--- src/rtl/sdram_bp_pkg.sv ---
// Shared definitions for the burst sequencer: burst-length codes and the
// per-burst mode captured when a command is accepted.
package sdram_bp_pkg;

    typedef enum logic [2:0] {
        BL_ONE   = 3'd0,
        BL_TWO   = 3'd1,
        BL_FOUR  = 3'd2,
        BL_EIGHT = 3'd3,
        BL_PAGE  = 3'd7
    } bl_code_e;

    typedef struct packed {
        logic full;
        logic interleave;
        logic cl3;
        logic write;
    } burst_mode_t;

endpackage

--- src/rtl/sdram_bp_seq.sv ---
// Burst state holder. Captures the start column and mode on a command, then
// steps a beat counter once per clock until the length is reached, a stop
// arrives, or a new command replaces the burst.
// Assumes: COL_W >= 3; a full-page burst runs until stopped or replaced.
module sdram_bp_seq
    import sdram_bp_pkg::*;
#(
    parameter int COL_W = 9
) (
    input  logic             clk,
    input  logic             rst_n,
    input  logic             cmd_valid,
    input  logic             cmd_write,
    input  logic [COL_W-1:0] cmd_col,
    input  logic             cmd_stop,
    input  logic [2:0]       cfg_bl_code,
    input  logic             cfg_interleave,
    input  logic             cfg_cl3,
    output logic             act,
    output logic [COL_W-1:0] start,
    output logic [COL_W-1:0] cnt,
    output logic [COL_W-1:0] len_mask,
    output burst_mode_t      mode
);

    logic [COL_W-1:0] dec_mask;
    logic             dec_full;
    logic             last_beat;

    // Decode the length code into a wrap mask (BL-1) and a full-page flag.
    always_comb begin
        dec_full = 1'b0;
        case (cfg_bl_code)
            BL_TWO:   dec_mask = COL_W'(1);
            BL_FOUR:  dec_mask = COL_W'(3);
            BL_EIGHT: dec_mask = COL_W'(7);
            BL_PAGE: begin
                dec_mask = '1;
                dec_full = 1'b1;
            end
            default:  dec_mask = '0;
        endcase
    end

    // The last beat of a fixed-length burst is reached when the counter
    // equals BL-1.
    assign last_beat = !mode.full && (cnt == len_mask);

    // Burst activity and beat counter.
    always_ff @(posedge clk) begin
        if (!rst_n) begin
            act <= 1'b0;
            cnt <= '0;
        end else if (cmd_valid) begin
            act <= 1'b1;
            cnt <= '0;
        end else if (cmd_stop) begin
            act <= 1'b0;
        end else if (act) begin
            if (last_beat) begin
                act <= 1'b0;
            end else begin
                cnt <= cnt + COL_W'(1);
            end
        end
    end

    // Capture the start column and burst mode on a command only.
    always_ff @(posedge clk) begin
        if (!rst_n) begin
            start    <= '0;
            len_mask <= '0;
            mode     <= '0;
        end else if (cmd_valid) begin
            start           <= cmd_col;
            len_mask        <= dec_mask;
            mode.full       <= dec_full;
            mode.interleave <= cfg_interleave;
            mode.cl3        <= cfg_cl3;
            mode.write      <= cmd_write;
        end
    end

endmodule

--- src/rtl/sdram_bp_colgen.sv ---
// Column generator. Combines the held upper bits of the start column with a
// wrapped low offset, which is sequential (add) or interleaved (xor).
// Assumes: len_mask is of the form 2^n - 1.
module sdram_bp_colgen #(
    parameter int COL_W = 9
) (
    input  logic [COL_W-1:0] start,
    input  logic [COL_W-1:0] cnt,
    input  logic [COL_W-1:0] len_mask,
    input  logic             interleave,
    output logic [COL_W-1:0] col
);

    logic [COL_W-1:0] off_seq;
    logic [COL_W-1:0] off_il;

    // Form both wrap orders and select the one the burst asks for.
    always_comb begin
        off_seq = (start + cnt) & len_mask;
        off_il  = (start ^ cnt) & len_mask;
        col     = (start & ~len_mask) | (interleave ? off_il : off_seq);
    end

endmodule

--- src/rtl/sdram_bp_latpipe.sv ---
// Read timing pipes. There is one shift chain per supported CAS latency. A
// read beat enters the chain that matches its latency and leaves it as the
// capture strobe. A separate chain delays the byte mask by the read mask
// latency.
// Assumes: MIN_CL >= 2 and RD_MASK_LAT >= 1.
module sdram_bp_latpipe #(
    parameter int MASK_W      = 4,
    parameter int MIN_CL      = 2,
    parameter int MAX_CL      = 3,
    parameter int RD_MASK_LAT = 2,
    localparam int LAT_W      = $clog2(MAX_CL + 1),
    localparam int NLAT       = MAX_CL - MIN_CL + 1
) (
    input  logic              clk,
    input  logic              rst_n,
    input  logic              rd_beat,
    input  logic [LAT_W-1:0]  beat_lat,
    input  logic [MASK_W-1:0] mask_in,
    output logic              rd_capture,
    output logic [MASK_W-1:0] rd_byte_oe
);

    logic [NLAT-1:0]   hit;
    logic [MASK_W-1:0] mpipe [RD_MASK_LAT];

    for (genvar L = MIN_CL; L <= MAX_CL; L++) begin : g_lat
        logic [L-1:0] sh;
        logic         sel;
        assign sel = (int'(beat_lat) == L);
        // Carry a read beat of this latency forward one stage per clock.
        always_ff @(posedge clk) begin
            if (!rst_n) begin
                sh <= '0;
            end else begin
                sh <= {sh[L-2:0], rd_beat & sel};
            end
        end
        assign hit[L-MIN_CL] = sh[L-1];
    end

    // Delay the byte mask by the read mask latency.
    always_ff @(posedge clk) begin
        if (!rst_n) begin
            for (int i = 0; i < RD_MASK_LAT; i++) mpipe[i] <= '0;
        end else begin
            mpipe[0] <= mask_in;
            for (int i = 1; i < RD_MASK_LAT; i++) mpipe[i] <= mpipe[i-1];
        end
    end

    assign rd_capture = |hit;
    assign rd_byte_oe = rd_capture ? ~mpipe[RD_MASK_LAT-1] : '0;

endmodule

--- src/rtl/sdram_burst_path.sv ---
// Top of the burst sequencer. The sequencer produces one column per clock.
// Write enables take the mask of the same cycle. Read strobes are delayed by
// the CAS latency captured for the burst.
// Assumes: the command source follows the SDRAM timing rules; this block
// only sequences a single burst.
module sdram_burst_path
    import sdram_bp_pkg::*;
#(
    parameter int COL_W       = 9,
    parameter int MASK_W      = 4,
    parameter int RD_MASK_LAT = 2,
    localparam int MIN_CL     = 2,
    localparam int MAX_CL     = 3,
    localparam int LAT_W      = $clog2(MAX_CL + 1)
) (
    input  logic              clk,
    input  logic              rst_n,
    input  logic [2:0]        cfg_bl_code,
    input  logic              cfg_interleave,
    input  logic              cfg_cl3,
    input  logic              cmd_valid,
    input  logic              cmd_write,
    input  logic [COL_W-1:0]  cmd_col,
    input  logic              cmd_stop,
    input  logic [MASK_W-1:0] mask_in,
    output logic              col_valid,
    output logic [COL_W-1:0]  col_addr,
    output logic              col_write,
    output logic [MASK_W-1:0] wr_byte_en,
    output logic              rd_capture,
    output logic [MASK_W-1:0] rd_byte_oe
);

    logic             act;
    logic [COL_W-1:0] start;
    logic [COL_W-1:0] cnt;
    logic [COL_W-1:0] len_mask;
    burst_mode_t      mode;
    logic [LAT_W-1:0] beat_lat;

    sdram_bp_seq #(.COL_W(COL_W)) u_seq (
        .clk            (clk),
        .rst_n          (rst_n),
        .cmd_valid      (cmd_valid),
        .cmd_write      (cmd_write),
        .cmd_col        (cmd_col),
        .cmd_stop       (cmd_stop),
        .cfg_bl_code    (cfg_bl_code),
        .cfg_interleave (cfg_interleave),
        .cfg_cl3        (cfg_cl3),
        .act            (act),
        .start          (start),
        .cnt            (cnt),
        .len_mask       (len_mask),
        .mode           (mode)
    );

    sdram_bp_colgen #(.COL_W(COL_W)) u_colgen (
        .start      (start),
        .cnt        (cnt),
        .len_mask   (len_mask),
        .interleave (mode.interleave),
        .col        (col_addr)
    );

    assign beat_lat = mode.cl3 ? LAT_W'(MAX_CL) : LAT_W'(MIN_CL);

    sdram_bp_latpipe #(
        .MASK_W      (MASK_W),
        .MIN_CL      (MIN_CL),
        .MAX_CL      (MAX_CL),
        .RD_MASK_LAT (RD_MASK_LAT)
    ) u_latpipe (
        .clk        (clk),
        .rst_n      (rst_n),
        .rd_beat    (act && !mode.write),
        .beat_lat   (beat_lat),
        .mask_in    (mask_in),
        .rd_capture (rd_capture),
        .rd_byte_oe (rd_byte_oe)
    );

    assign col_valid  = act;
    assign col_write  = mode.write;
    assign wr_byte_en = (act && mode.write) ? ~mask_in : '0;

endmodule

--- config.mk ---
export PLATFORM = sky130hd
export DESIGN_NAME = sdram_burst_path
export DESIGN_NICKNAME = d
export VERILOG_FILES = /design/src/rtl/sdram_bp_pkg.sv /design/src/rtl/sdram_bp_seq.sv /design/src/rtl/sdram_bp_colgen.sv /design/src/rtl/sdram_bp_latpipe.sv /design/src/rtl/sdram_burst_path.sv
export SDC_FILE = /design/constraint.sdc
export NUM_CORES = 1
export LEC_CHECK = 0
export BUFFER_PORTS_ARGS = -buffer_cell sky130_fd_sc_hd__buf_4
export CAP_MARGIN = 10
export CELL_PAD_IN_SITES_DETAIL_PLACEMENT = 1
export CELL_PAD_IN_SITES_GLOBAL_PLACEMENT = 1
export CORE_UTILIZATION = 35
export CTS_BUF_LIST = sky130_fd_sc_hd__clkbuf_4
export DETAILED_ROUTE_END_ITERATION = 8
export PLACE_DENSITY = 0.69
export RECOVER_POWER = 25
export SLEW_MARGIN = 20
export SYNTH_ARGS = -nofsm -noshare
export SYNTH_HDL_FRONTEND = slang
export SYNTH_HIERARCHICAL = 1
export SYNTH_SLANG_ARGS = --single-unit
--- constraint.sdc ---
create_clock -name clk -period 5.1 [get_ports clk]
set_input_delay 0.255 -clock clk [delete_from_list [all_inputs] [get_ports clk]]
set_output_delay 0.255 -clock clk [all_outputs]
set_load 0.005 [all_outputs]
==> flow_summary_export.csv, run 1 <==
group,metric,value,unit
outcome,status,"complete, no violations",
die,dieArea,6708,µm²
drt,drcViolationCount,0,
hold_path,hp-class,"in2reg",
worst_setup_path,crit_arrival,2.84,ns
worst_setup_path,crit_buf_inv,2,
sta,maxSlewViolCount,0,
sta,fmax,322.8,MHz
worst_setup_path,path_cells,"ha_1 -> inv_1 -> fa_1 -> nand2b_1 -> a211oi_2 -> a31oi_1 -> xnor2_1 -> mux2_2 -> buf_4",
placement,gp_congestion,0.7840,
clock_network,clock_latency,0.34,ns
drt,firstDrtPassIters,4,
grt,grt_usage,16.39,%
sta,rsz0062_at_grt,"no",
clock_network,clk_pin_slew,0.13,ns
sta,max_slew.worst_pin.slew,1.168,ns
synth,synth_area,2235,µm²
synth,yosysWarningCount,6,
drt,dr_total_vias,1776,
die,start_util,37.08,%
worst_setup_path,path_class,"reg2out",
clock_network,cts_sinks,39,
worst_setup_path,crit_path_end,"col_addr[6]",
worst_setup_path,max_stage_delay,0.50,ns
placement,hpwlAfterDp,3.602,mm
sta,fin_skew,0.01441,ns
clock_network,post_cts_resize_count,0,
sta,slew_headroom,22.15,%
synth,avgSynthCellArea,9.429,µm²
worst_setup_path,cp_slowest_cell,"dfxtp_1",
layout,nets,305,
worst_setup_path,r2r-end,"u_seq/cnt[1]$_SDFFE_PP0P_",
layout,diodes,0,
worst_setup_path,cp_max_fo,9,
worst_setup_path,r2r_start,"u_seq/cnt[3]$_SDFFE_PP0P_",
worst_setup_path,r2r_cells,4,
worst_setup_path,start_kind,"register",
sta,setup_viol,0,
clock_network,cts_buffers,5,
sta,hold_viol_final,0,
power_and_ir_drop,switching_share,24.73,%
worst_setup_path,cp_num_cells,9,
drt,drt_iter0_markers,46,
sta,post-route-period-util,60.75,%
power_and_ir_drop,clockPowerShare,34.2,%
power_and_ir_drop,ir_drop,0.0001107,V
clock_network,clock-root-buffer,"clkbuf_4",
die,chipHeight,81.91,µm
die,ios,43,
run,cap_violations,0,
power_and_ir_drop,p_int,0.0004625,W
worst_setup_path,ff2ff_setup_slack,3.29,ns
layout,area_growth,17.92,%
sta,fin_crit,3.098,ns
worst_setup_path,cp-end-kind,"output pin",
grt,grt_max_degree,34,
placement,io_buffers,42,
die,die_x,81.91,µm
grt,grt_pass1_vias,1779,
grt,grt_pass1_wl,8.293,mm
power_and_ir_drop,power_density,233.2,nW/µm²
placement,post-place-ws,2.448,ns
worst_setup_path,critPathLaunch,"u_seq/cnt[0]$_SDFFE_PP0P_",
synth,synth_cells,237,
worst_setup_path,path_delay_family,"adder cells",
drt,drt-vias-per-instance,5.103,
sta,setup_slack,2.002,ns
die,num_rows,28,
drt,wirelength,4.991,mm
layout,drive_gt1_share,27.84,%
drt,wl_per_cell,14.34,µm
grt,antenna_found_initial,0,
clock_network,cts_tree,"built",
drt,ant_nets,0,
grt,grt-ovfl-total,0,
power_and_ir_drop,power.share.sequential,53.2,%
power_and_ir_drop,power_leakage,1.092,nW
die,core,6026,µm²
power_and_ir_drop,combPwrFrac,12.6,%
power_and_ir_drop,power.switching,0.0001520,W
clock_network,cts_setup_buffers,0,
clock_network,h-tree-depth,2,
worst_setup_path,required,4.85,ns
clock_network,cts_buffer_depth,2,
sta,final.setup.tns,0,ns
clock_network,cts_hold_buf,0,
metrics by stage:
stage               utilization, %  area [µm²]  total power, W  instances  hold WS, ns
CTS                          43.79        2639       0.0006279        348       0.1187
global route                 43.73        2635       0.0006493        348       0.1177
detailed placement           42.44        2557       0.0004129        340       0.4298
floorplan                        -        2238       0.0003791        238       0.3823
global placement             42.44        2557       0.0004110        340       0.4203
finish                       43.73        2635       0.0006146        348       0.1416
worst reg2reg max path, stage by stage, from the launching register on:
cell and delay [ns]:
dfxtp_1 0.41, or4_1 0.58, nor4_4 0.40, a41oi_1 0.18, o311ai_0 0.14
worst min path at each step:
stage	startpoint	end	depth (start not counted)
floorplan	mask_in[0]	u_latpipe/mpipe[0][0]$_SDFF_PN0_	1
global placement	u_latpipe/mpipe[0][2]$_SDFF_PN0_	u_latpipe/mpipe[0][6]$_SDFF_PN0_	1
detailed placement	u_latpipe/g_lat[3].sh[0]$_SDFF_PN0_	u_latpipe/g_lat[3].sh[1]$_SDFF_PN0_	1
CTS	mask_in[1]	u_latpipe/mpipe[0][1]$_SDFF_PN0_	2
global route	mask_in[1]	u_latpipe/mpipe[0][1]$_SDFF_PN0_	2
finish	mask_in[1]	u_latpipe/mpipe[0][1]$_SDFF_PN0_	2
cell type report:
type                    count  area (µm²)
fillers                   730        3391
clock inverters             3       43.79
inverters                   8       30.03
repair buffers             42       311.5
multi-input cells         176        1338
flip-flops and latches     39       780.7
clock buffers               5       37.54
well taps                  75       93.84
layer usage:
metal  GRT usage, %  vias to the layer above  wire [µm]
li1               -                      905          -
met1          21.10                      843       2464
met2          27.36                       26       2339
met3          3.111                        2        144
met4          5.263                        0         42
met5              0                        -          0
placed cells by master, fill, tap and decap left out, types with 3 or more instances in the layout:
cell and count:
xor2_1 4, inv_1 8, nand2b_1 7, nor2_1 15
nand2_1 9, or4_1 4, a31oi_1 3, and2_1 3
nor2b_1 15, and2_2 7, a211oi_2 3, a21boi_0 3
mux2_2 3, o211ai_1 3, a21oi_1 7, ha_1 9
and3b_1 5, buf_4 41, nand3_1 3, o21ai_0 8
mux2i_1 12, o21ba_2 4, xnor2_1 10, clkbuf_4 5
nand4_1 6, dfxtp_1 39
registers in the layout (all words and copies together), names as in the netlist:
register	cells
u_latpipe/g_lat.sh	5
u_latpipe/mpipe	8
u_seq/act	1
u_seq/cnt	9
u_seq/len_mask	3
u_seq/mode	4
u_seq/start	9
power by group through the flow:
stage          Clock, W  Sequential [W]  Combinational, W
6_report       0.000210        0.000327         0.0000775
5_1_grt        0.000233        0.000329         0.0000873
3_3_place_gp          0        0.000334         0.0000772
4_1_cts        0.000221        0.000327         0.0000791
2_1_floorplan         0        0.000329         0.0000500
3_5_place_dp          0        0.000334         0.0000787
Note: power is estimated with default switching activity, not from simulation.
==> inputs of run 2 (changes only) <==
Settings changed: PLACE_DENSITY 0.69 to 0.72.
Clock period 5.1 ns to 2.5 ns, I/O delays scaled along.
==> flow_summary_export.csv, run 2 (same netlist as run 1, synthesis figures left out) <==
group,metric,value,unit
placement,hpwlAfterDp,3.687,mm
layout,regArea,784.5,µm²
power_and_ir_drop,power_leakage,1.198,nW
outcome,status,"finished with violations",
drt,wirelength,5.393,mm
sta,fin_skew,0.01776,ns
layout,nets,321,
clock_network,clock-root-buffer,"clkbuf_4",
worst_setup_path,start_kind,"register",
worst_setup_path,path_common_cell,"buf_4",
sta,setup_viol,1,
worst_setup_path,cp_slowest_cell,"dfxtp_2",
drt,wl_per_cell,14.82,µm
layout,area_growth,27.77,%
outcome,violations,"negative setup slack",
drt,firstDrtPassIters,4,
sta,setup_slack,-0.0002411,ns
drt,drcViolationCount,0,
grt,antenna_found_initial,0,
grt,grt_usage,16.91,%
die,core,6026,µm²
layout,n_fill_cell,725,
sta,holdWs,0.01858,ns
sta,fmax,400.0,MHz
clock_network,cts_tree,"built",
clock_network,h-tree-depth,2,
die,dieArea,6708,µm²
sta,max_slew.worst_pin.slew,0.5291,ns
layout,final_cell_mix,"48 x buf_4, 36 x dfxtp_1, 15 x nor2b_1, 15 x nor2_1, 12 x mux2i_1",
grt,grt_pass1_wl,8.459,mm
clock_network,clock_latency,0.37,ns
sta,post-route-period-util,100.0,%
die,start_util,37.08,%
hold_path,whs_path_depth,3,
sta,rsz0062_at_grt,"yes",
layout,drive_gt1_share,32.18,%
worst_setup_path,path_cells,"ha_4 -> inv_2 -> fa_2 -> nand2b_4 -> a211oi_4 -> buf_4 -> a211o_1 -> o211ai_1 -> xor2_1 -> buf_4",
layout,reg.largest.list,"u_seq/cnt x9, u_seq/start x9, u_latpipe/mpipe x8",
placement,post-place-ws,0.1032,ns
clock_network,cts_buffers,5,
placement,io_buffers,42,
die,ios,43,
power_and_ir_drop,power_density,491.0,nW/µm²
die,num_rows,28,
power_and_ir_drop,ir_drop,0.0002817,V
worst_setup_path,path_class,"reg2out",
drt,ant_nets,0,
run,cap_violations,0,
sta,maxSlewViolCount,0,
worst_setup_path,max_stage_delay,0.38,ns
sta,final.setup.tns,-0.0002411,ns
drt,drt_iter0_markers,41,
worst_setup_path,r2r_cells,4,
sta,hold_viol_final,0,
layout,diodes,0,
clock_network,clk_pin_slew,0.14,ns
sta,slew_headroom,64.68,%
sta,fin_crit,2.500,ns
worst_setup_path,cp-end-kind,"output pin",
worst_setup_path,cp_max_fo,3,
clock_network,cts_sinks,39,
grt,grt-ovfl-total,0,
worst_setup_path,crit_arrival,2.38,ns
grt,grt_max_degree,34,
die,die_x,81.91,µm
layout,multi_input_area,1379,µm²
grt,grt_pass1_vias,1808,
die,chipHeight,81.91,µm
placement,gp_congestion,0.7737,
layout,mostFrequentLayoutCell,"buf_4",
drt,dr_total_vias,1889,
hold_path,hp-class,"in2reg",
clock_network,cts_buffer_depth,2,
worst_setup_path,required,2.38,ns
drt,drt-vias-per-instance,5.190,
[run 2: changes by cell type in the layout (fill, tap and decap cells not counted), moves of 3 or more]
cell           delta
buf_4             +7
dfxtp_1           -3
dfxtp_2           +3
dlygate4sd3_1     +8
[run 2: critical path, delay by kind of cell, from the launching register on]
kind | cells | cell delay, ns
simple gates | 1 | 0.16
xor+xnor | 1 | 0.18
compound gates | 3 | 0.47
flops | 1 | 0.38
fa+ha+maj | 2 | 0.49
buf+inv | 3 | 0.34
[run 2: power by group]
part           internal (W)  leakage (nW)  switching (W)  total (W)
clock network      0.000318        0.0573       0.000239   0.000557
logic              0.000101         0.820      0.0000762   0.000178
registers          0.000645         0.321      0.0000223   0.000667
total               0.00106          1.20       0.000338    0.00140
[run 2: area by class of cell]
type | instances | area share (%)
Tap cell | 75 | 3.287
Multi-Input combinational cell | 176 | 48.29
Timing Repair Buffer | 58 | 16.08
Clock buffer | 5 | 1.315
Clock inverter | 3 | 2.498
Sequential cell | 39 | 27.48
Inverter | 8 | 1.052
[run 2: metrics by stage]
step           utilization, %  total power, W  instance area [µm²]  std cells
3_5_place_dp            42.69       0.0008421                 2572        342
2_1_floorplan               -       0.0007733                 2238        238
6_report                47.38        0.001402                 2855        364
3_3_place_gp            42.69       0.0008372                 2572        342
5_1_grt                 47.38        0.001462                 2855        364
4_1_cts                 47.11        0.001418                 2839        363
[run 2: metal layers]
metal | routed length (µm) | part of all wire, % | up-vias | GRT usage, %
met1 | 2500 | 46 | 922 | 21.00
met5 | 0 | 0 | - | 0
met2 | 2679 | 50 | 29 | 29.17
li1 | - | - | 933 | -
met3 | 139 | 2.6 | 5 | 2.667
met4 | 74 | 1.4 | 0 | 6.316
[run 2: path summary, 6_finish.rpt]
kind | start | endpoint | slack (ns)
min | cmd_col[5] | u_seq/start[5]$_SDFFE_PN0P_ | 0.02
min reg2reg | u_latpipe/g_lat[3].sh[0]$_SDFF_PN0_ | u_latpipe/g_lat[3].sh[1]$_SDFF_PN0_ | 0.45
max reg2reg | u_seq/cnt[3]$_SDFFE_PP0P_ | u_seq/cnt[0]$_SDFFE_PP0P_ | 0.70
max | u_seq/start[0]$_SDFFE_PN0P_ | col_addr[8] | -0.0002
[run 2: what timing repair did]
item                                    in CTS  in global routing
hold buffers                                 8                  0
hold endpoints to repair                     8                  0
resized for setup                           10                  2
endpoints found under the setup margin       3                  4
pin swaps                                    5                  6
buffers inserted                             5                  1
==> inputs of run 3 (changes only) <==
Settings changed: CORE_ASPECT_RATIO from default to 0.5.
==> flow_summary_export.csv, run 3 (same netlist as run 1, synthesis figures left out) <==
group,metric,value,unit
sta,final.setup.tns,0,ns
die,chipHeight,58.50,µm
placement,dpl_cell_area,2611,µm²
layout,nets,316,
clock_network,h-tree-depth,2,
drt,drt-vias-per-instance,4.989,
sta,rsz0062_at_grt,"yes",
layout,multi_input_area,1379,µm²
worst_setup_path,path_cells,"ha_4 -> inv_2 -> fa_2 -> nand2b_4 -> a211oi_2 -> buf_4 -> a31oi_4 -> xnor2_1 -> mux2_2 -> buf_4",
grt,antenna_found_initial,0,
power_and_ir_drop,p_total,0.001179,W
outcome,status,"complete, no violations",
die,num_rows,20,
clock_network,cts_sinks,39,
sta,fmax,406.4,MHz
power_and_ir_drop,ir_drop,0.0001768,V
drt,dr_total_vias,1856,
worst_setup_path,max_stage_delay,0.37,ns
layout,drive_gt1_share,33.10,%
sta,fin_skew,0.009371,ns
sta,fin_crit,2.461,ns
worst_setup_path,path_common_cell,"buf_4",
grt,grt-ovfl-total,0,
sta,post-route-period-util,98.44,%
drt,ant_nets,0,
power_and_ir_drop,power_leakage,1.152,nW
run,cap_violations,0,
grt,grt_pass1_wl,8.818,mm
worst_setup_path,cp_max_fo,4,
worst_setup_path,crit_arrival,2.34,ns
layout,diodes,0,
die,ios,43,
sta,setup_viol,0,
die,dieArea,6728,µm²
layout,n_fill_cell,719,
worst_setup_path,path_class,"reg2out",
die,start_util,36.60,%
worst_setup_path,cp_slowest_cell,"dfxtp_2",
clock_network,cts_buffers,5,
hold_path,hold_path.startpoint,"cmd_col[6]",
clock_network,clock-root-buffer,"clkbuf_4",
placement,io_buffers,42,
clock_network,cts_buffer_depth,2,
clock_network,clk_pin_slew,0.12,ns
layout,fin_util,45.37,%
drt,drcViolationCount,0,
clock_network,cts_tree,"built",
drt,drt_iter0_markers,50,
drt,wl_per_cell,14.38,µm
worst_setup_path,cp-end-kind,"output pin",
grt,grt_usage,17.12,%
die,core,6106,µm²
drt,wirelength,5.348,mm
grt,grt_pass1_vias,1901,
power_and_ir_drop,power_density,425.5,nW/µm²
drt,firstDrtPassIters,4,
layout,regArea,785.8,µm²
layout,mostFrequentLayoutCell,"buf_4",
worst_setup_path,required,2.38,ns
placement,hpwlAfterDp,3.932,mm
layout,area_growth,23.96,%
sta,maxSlewViolCount,0,
die,die_x,115,µm
hold_path,hp-class,"in2reg",
worst_setup_path,path_delay_family,"adder cells",
sta,hold_viol_final,0,
worst_setup_path,r2r_start,"u_seq/cnt[3]$_SDFFE_PP0P_",
clock_network,clock_latency,0.35,ns
layout,reg.largest.list,"u_seq/cnt x9, u_seq/start x9, u_latpipe/mpipe x8",
worst_setup_path,crit_buf_inv,3,
placement,gp_congestion,0.8562,
worst_setup_path,start_kind,"register",
worst_setup_path,critPathLaunch,"u_seq/start[0]$_SDFFE_PN0P_",
grt,grt_max_degree,34,
layout,final_cell_mix,"47 x buf_4, 35 x dfxtp_1, 15 x nor2b_1, 15 x nor2_1, 12 x mux2i_1",
layout,final_area,2770,µm²
-- run 3: final timing paths --
path | cells after the start | endpoint | slack [ns]
max | 10 | col_addr[6] | 0.04
min | 3 | u_seq/start[6]$_SDFFE_PN0P_ | 0.03
max reg2reg | 4 | u_seq/cnt[0]$_SDFFE_PP0P_ | 0.76
min reg2reg | 1 | u_latpipe/mpipe[0][6]$_SDFF_PN0_ | 0.45
-- run 3: final cells by class --
| type | count | area share, % |
|---|---|---|
| Inverter | 8 | 1.084 |
| Clock inverter | 2 | 0.4517 |
| Timing Repair Buffer | 53 | 14.72 |
| Multi-Input combinational cell | 176 | 49.77 |
| Tap cell | 88 | 3.975 |
| Sequential cell | 39 | 28.36 |
| Clock buffer | 6 | 1.626 |
-- run 3: where the power goes --
group / internal, W / switching [W]
Sequential: 0.000644 / 0.0000217
Combinational: 0.0000961 / 0.0000767
Clock: 0.000119 / 0.000220
Total: 0.000860 / 0.000319
-- run 3: worst reg2reg max path: stages, from the launching register on --
cell	delay, ns
dfxtp_1	0.39
or4_1	0.57
nor4_4	0.37
a41oi_1	0.17
o311ai_0	0.13
-- run 3: metal layers --
layer	vias up	part of all wire [%]	global-route usage, %
li1	928	-	-
met1	897	49	21.34
met2	24	47	29.95
met3	7	2.9	4.016
met4	0	1.1	5.009
met5	-	0	0
-- run 3: stage by stage --
step | setup slack [ns] | instances | hold WS, ns
after global placement | 0.3017 | 358 | 0.3467
after floorplan | 0.3587 | 238 | 0.2523
after CTS | 0.004907 | 371 | 0.02179
after global routing | -0.09717 | 372 | 0.01850
final | 0.03910 | 372 | 0.02800
after detailed placement | 0.2859 | 358 | 0.3513
-- run 3: what timing repair did --
action                                  CTS  global route
pin swaps                                 0             4
cloned                                    0             0
setup buffers                             1             1
hold buffers                              4             0
resized for setup                         6             6
endpoints found under the hold margin     4             0
endpoints found under the setup margin    2             3
